==> src/rtl/mac_acc_pkg.sv <==
package mac_acc_pkg;
  localparam int DATA_W = 32;
  localparam int HALF_W = 16;
  localparam int SH_W   = 2;

  typedef enum logic [2:0] {
    OP_IDLE   = 3'd0,
    OP_MUL_HI = 3'd1,
    OP_MUL_LO = 3'd2,
    OP_MAC_HI = 3'd3,
    OP_MAC_LO = 3'd4,
    OP_WR_HI  = 3'd5,
    OP_WR_LO  = 3'd6,
    OP_RND    = 3'd7
  } acc_op_e;
endpackage

==> src/rtl/mac_acc_mult.sv <==
module mac_acc_mult #(
  parameter int DATA_W = 32,
  parameter int HALF_W = 16,
  localparam int ACC_W = 2 * DATA_W,
  localparam int PRD_W = 2 * HALF_W
) (
  input  logic [DATA_W-1:0] src1_i,
  input  logic [DATA_W-1:0] src2_i,
  input  logic              use_hi_i,
  output logic [ACC_W-1:0]  prod_o
);
  logic signed [HALF_W-1:0] a_h, b_h;
  logic signed [PRD_W-1:0]  p;

  assign a_h = use_hi_i ? src1_i[DATA_W-1 -: HALF_W] : src1_i[HALF_W-1:0];
  assign b_h = use_hi_i ? src2_i[DATA_W-1 -: HALF_W] : src2_i[HALF_W-1:0];
  assign p   = a_h * b_h;
  assign prod_o = {{(ACC_W-PRD_W){p[PRD_W-1]}}, p};
endmodule

==> src/rtl/mac_acc_round.sv <==
module mac_acc_round #(
  parameter int DATA_W = 32,
  parameter int HALF_W = 16,
  parameter int SH_W   = 2,
  localparam int ACC_W = 2 * DATA_W
) (
  input  logic [ACC_W-1:0] acc_i,
  input  logic [SH_W-1:0]  shamt_i,
  output logic [ACC_W-1:0] res_o
);
  localparam logic [ACC_W-1:0] RND_K = ACC_W'(1) << (DATA_W - 1);
  localparam logic [ACC_W-1:0] HI_LIM =
    ACC_W'((ACC_W'(1) << (HALF_W - 1)) - ACC_W'(1)) << DATA_W;
  localparam logic [ACC_W-1:0] LO_LIM = ~HI_LIM - ((ACC_W'(1) << DATA_W) - ACC_W'(1));

  logic [ACC_W-1:0] shifted, sum;

  // only 2 selects the double shift; everything else shifts by one
  assign shifted = (shamt_i == SH_W'(2)) ? (acc_i << 2) : (acc_i << 1);
  assign sum     = shifted + RND_K;

  always_comb begin
    if ($signed(sum) > $signed(HI_LIM))      res_o = HI_LIM;
    else if ($signed(sum) < $signed(LO_LIM)) res_o = LO_LIM;
    else                                     res_o = {sum[ACC_W-1:DATA_W], {DATA_W{1'b0}}};
  end
endmodule

==> src/rtl/mac_acc_rdmux.sv <==
module mac_acc_rdmux #(
  parameter int DATA_W = 32,
  parameter int HALF_W = 16,
  localparam int ACC_W = 2 * DATA_W
) (
  input  logic [ACC_W-1:0]  acc_i,
  input  logic [1:0]        sel_i,
  output logic [DATA_W-1:0] data_o
);
  always_comb begin
    unique case (sel_i)
      2'b00:   data_o = acc_i[ACC_W-1:DATA_W];
      2'b01:   data_o = acc_i[DATA_W+HALF_W-1:HALF_W];
      default: data_o = acc_i[DATA_W-1:0];
    endcase
  end
endmodule

==> src/rtl/mac_acc.sv <==
module mac_acc
  import mac_acc_pkg::*;
#(
  parameter int DW = DATA_W,
  parameter int HW = HALF_W,
  parameter int SW = SH_W,
  localparam int AW = 2 * DW
) (
  input  logic          clk_i,
  input  logic          rst_ni,
  input  logic [2:0]    op_i,
  input  logic [DW-1:0] src1_i,
  input  logic [DW-1:0] src2_i,
  input  logic [SW-1:0] shamt_i,
  input  logic [1:0]    rd_sel_i,
  output logic [DW-1:0] rd_data_o
);
  logic [AW-1:0] acc_q, acc_d, prod, rnd;
  logic          use_hi;

  assign use_hi = (op_i == OP_MUL_HI) || (op_i == OP_MAC_HI);

  mac_acc_mult #(.DATA_W(DW), .HALF_W(HW)) u_mult (
    .src1_i(src1_i), .src2_i(src2_i), .use_hi_i(use_hi), .prod_o(prod)
  );

  mac_acc_round #(.DATA_W(DW), .HALF_W(HW), .SH_W(SW)) u_round (
    .acc_i(acc_q), .shamt_i(shamt_i), .res_o(rnd)
  );

  mac_acc_rdmux #(.DATA_W(DW), .HALF_W(HW)) u_rdmux (
    .acc_i(acc_q), .sel_i(rd_sel_i), .data_o(rd_data_o)
  );

  always_comb begin
    unique case (op_i)
      OP_MUL_HI, OP_MUL_LO: acc_d = prod;
      OP_MAC_HI, OP_MAC_LO: acc_d = acc_q + prod;
      OP_WR_HI:             acc_d = {src1_i, acc_q[DW-1:0]};
      OP_WR_LO:             acc_d = {acc_q[AW-1:DW], src1_i};
      OP_RND:               acc_d = rnd;
      default:              acc_d = acc_q;
    endcase
  end

  always_ff @(posedge clk_i or negedge rst_ni) begin
    if (!rst_ni) acc_q <= '0;
    else         acc_q <= acc_d;
  end
endmodule

==> config.mk <==
export PLATFORM = sky130hd
export DESIGN_NAME = mac_acc
export DESIGN_NICKNAME = d
export VERILOG_FILES = /design/src/rtl/mac_acc_pkg.sv /design/src/rtl/mac_acc_mult.sv /design/src/rtl/mac_acc_round.sv /design/src/rtl/mac_acc_rdmux.sv /design/src/rtl/mac_acc.sv
export SDC_FILE = /design/constraint.sdc
export NUM_CORES = 1
export LEC_CHECK = 0
export ABC_AREA = 1
export BUFFER_PORTS_ARGS = -buffer_cell sky130_fd_sc_hd__buf_4
export CAP_MARGIN = 30
export CELL_PAD_IN_SITES_DETAIL_PLACEMENT = 0
export CELL_PAD_IN_SITES_GLOBAL_PLACEMENT = 1
export CORE_UTILIZATION = 36
export CTS_BUF_LIST = sky130_fd_sc_hd__clkbuf_8
export DETAILED_ROUTE_END_ITERATION = 12
export PLACE_DENSITY_LB_ADDON = 0.1
export SYNTH_ARGS = -nofsm -noshare
export SYNTH_HDL_FRONTEND = slang
export SYNTH_SLANG_ARGS = --single-unit
==> constraint.sdc <==
create_clock -name clk_i -period 3.5 [get_ports clk_i]
set_input_delay 0.35 -clock clk_i [delete_from_list [all_inputs] [get_ports clk_i]]
set_output_delay 0.35 -clock clk_i [all_outputs]
set_load 0.05 [all_outputs]
==> flow_summary_export.csv <==
group,metric,value,unit
outcome,status,"complete, but fails checks",
outcome,violations,"negative setup slack",
timing,setup_viol,60,
timing,rsz0062_at_grt,"yes",
floorplan,core-area,58910,sq um
yosys,syn_area,21400,sq um
yosys,yosysTopAreaCellShare,24.60,%
global_route,grt_pass1_wl,162500,um
layout,n_antenna_cell,0,
detailed_routing,post-route-drc-count,0,
layout,top_regs,"acc_q: 64 flops",
yosys,syn_inst,3385,
global_route,grtUsageTotal,36.50,%
timing,tightest_slew,0.8956,ns
yosys,synth-edff-count,0,
worst_setup_path,crit_type,"in -> reg",
timing,holdWs,0.05656,ns
cts,cts_root_buf,"clkbuf_8",
yosys,syn_avg_cell_area,6.322,sq um
layout,drive_gt1_share,42.58,%
timing,min_period,8.301,ns
yosys,ys_seq_area_share,7.484,%
cts,clock_sinks,64,
yosys,ys_warn_count,0,
cts,clockBufferDepth,2,
global_route,grt_max_degree,49,
layout,nFillCells,5554,
yosys,synth_area_leaders,"fa_1 (25%), nand2_1 (16%), inv_1 (12%)",
detailed_routing,dr.pass1.iters,5,
worst_setup_path,cp-start-kind,"primary input",
layout,final_nets,4845,
cts,hold_buffers,0,
detailed_routing,via_count,26834,
worst_setup_path,crit_top_cell,"inv_1",
layout,largest_reg_flops,64,
layout,top_register,"acc_q",
timing,timing.fmax,120.5,MHz
detailed_routing,wl,113900,um
detailed_routing,wl_per_cell,22.17,um
cts,cts_tree,"built",
cts,clk_latency,0.41,ns
global_route,grt_overflow,0,
placement,place_congestion,1.017,
global_route,grt_pass1_vias,26512,
worst_setup_path,arrival,8.61,ns
floorplan,io_pins,105,
floorplan,die_area,60430,sq um
cts,clkTransAtPathRegs,0.10,ns
yosys,yosysUniqueCellTypes,46,
global_route,antenna_found_initial,2,
placement,dpl.hpwl,95520,um
timing,slew_headroom,40.29,%
worst_setup_path,cp_slowest_cell,"fa_1",
cts,numCtsBuffers,9,
timing,fin_skew,0.01682,ns
timing,min_period_over_period,237.2,%
yosys,synth_area_leader_cell,"fa_1",
timing,setup_slack,-4.801,ns
run,maxCapViolCount,0,
detailed_routing,drt-initial-drc-count,1841,
floorplan,die-width,245.8,um
floorplan,die_h,245.8,um
worst_setup_path,critPathRequiredTime,3.81,ns
worst_setup_path,cp_max_fo,10,
worst_setup_path,cp-end-kind,"flop",
cts,htreeDepth,3,
timing,final_max_slew_viol_count,0,
detailed_routing,via_per_inst,5.224,
floorplan,row_count,89,
floorplan,start_util,36.33,%
worst_setup_path,max_stage_delay,0.56,ns
placement,portBuffers,104,
yosys,synthArstFlopShare,100.0,%
yosys,synthFlopType,"dfrtp_1",
timing,hold_violations,0,
yosys,synth_seq_cells,64,
hold_path,holdCritPathClass,"in -> async",
detailed_routing,ant_nets,0,
yosys,synthesis.nets,3871,
layout,syn_to_final_growth,65.38,%
[what timing repair did]
item	CTS	global route
gates resized for setup	291	712
buffers inserted	36	101
gates cloned	2	6
setup endpoints to repair	61	61
pin swaps	55	262
[layer usage]
metal	global-route usage, %	wire length (um)	vias to the layer above
li1	-	-	12480
met3	3.896	6788	297
met5	0	8	-
met1	43.74	43550	12984
met4	18.98	7714	2
met2	64.11	55830	1071
[final cells by class]
| type | instances | area [sq um] | area share [%] |
|---|---|---|---|
| Clock inverter | 6 | 90.09 | 0.2545 |
| Timing Repair Buffer | 1042 | 8666 | 24.49 |
| Multi-Input combinational cell | 2533 | 21170 | 59.82 |
| Inverter | 709 | 2759 | 7.795 |
| Tap cell | 773 | 967.2 | 2.733 |
| Sequential cell | 64 | 1602 | 4.525 |
| Clock buffer | 10 | 137.6 | 0.3889 |
[critical path: cells and delay by family]
family	cells	cell delay, ns
AOI/OAI and AO/OA	6	0.81
adders and majority gates	8	3.89
buffers and inverters	17	1.71
and+or+nand+nor	17	1.80
[worst paths after layout]
kind                       startpoint        end  slack (ns)  cells after the start
max reg2reg                 acc_q[30]  acc_q[35]        0.13                     20
min                            rst_ni  acc_q[28]        0.06                      1
max in group asynchronous      rst_ni  acc_q[29]        2.58                      2
min reg2reg                 acc_q[12]  acc_q[12]        0.59                      2
min in group clk_i         src1_i[20]  acc_q[52]        0.33                      5
max                           op_i[2]  acc_q[51]       -4.80                     48
[per-stage QoR]
stage               std cells  setup TNS (ns)  utilization (%)  area (sq um)  setup WS, ns
finish                   5137         -248.61            60.08         35390        -4.801
global route             5137         -264.59            60.08         35390        -5.109
CTS                      5042         -249.70            53.93         31770        -4.817
detailed placement       4990         -307.60            51.13         30120        -6.127
global placement         4989         -307.30            51.08         30090        -6.079
floorplan                3385         -220.14                -         22530        -4.569
[Yosys cell counts, drive strengths merged (2+ instances only)]
master and count:
and3 2, o21ai 198, a21o 16, o21a 11, nor4 18, inv 699, nor2 394, a21boi 6
nand2 898, clkbuf 64, nand3b 8, a31oi 14, o221ai 20, xnor2 18, nand3 195, xor2 26
o211ai 6, dfrtp 64, fa 263, o22ai 6, nor3 21, a22oi 13, a221oi 6, o21bai 19
clkinv 10, buf 17, a21oi 171, or2 20, ha 150, nand4 26
[logic make-up after synthesis]
logic type               Yosys count  share of synthesized area [%]
adder cells (fa/ha/maj)          413                          33.37
flip-flops                        64                          7.484
AND/OR/NAND/NOR                 1583                          30.17
buffers and inverters            790                          14.16
multiplexers                       1                        0.05262
AO/OA/AOI/OAI                    490                          12.92
XOR/XNOR                          44                          1.836
[placed cells by master, fill, tap and decap left out, types with 15 or more instances in the layout]
| cell | instances |
|---|---|
| dfrtp_1 | 64 |
| nand3_2 | 31 |
| buf_4 | 916 |
| buf_6 | 86 |
| xor2_1 | 15 |
| o221ai_1 | 18 |
| o21ai_1 | 57 |
| inv_4 | 20 |
| a21o_1 | 16 |
| ha_4 | 80 |
| fa_2 | 15 |
| a21oi_1 | 90 |
| nor2_2 | 71 |
| nand2_2 | 99 |
| o21ai_0 | 68 |
| nand4_1 | 26 |
| inv_2 | 101 |
| o21ai_4 | 32 |
| a21oi_4 | 28 |
| nor2_4 | 65 |
| nand2_4 | 46 |
| o21ai_2 | 41 |
| ha_1 | 65 |
| nor2_1 | 258 |
| fa_1 | 248 |
| nand3_1 | 154 |
| nand2_1 | 752 |
| buf_12 | 31 |
| a21oi_2 | 53 |
| inv_1 | 576 |
Power is not shown: default switching activity piles up to over one toggle a cycle in this logic, so the estimate is an artifact.
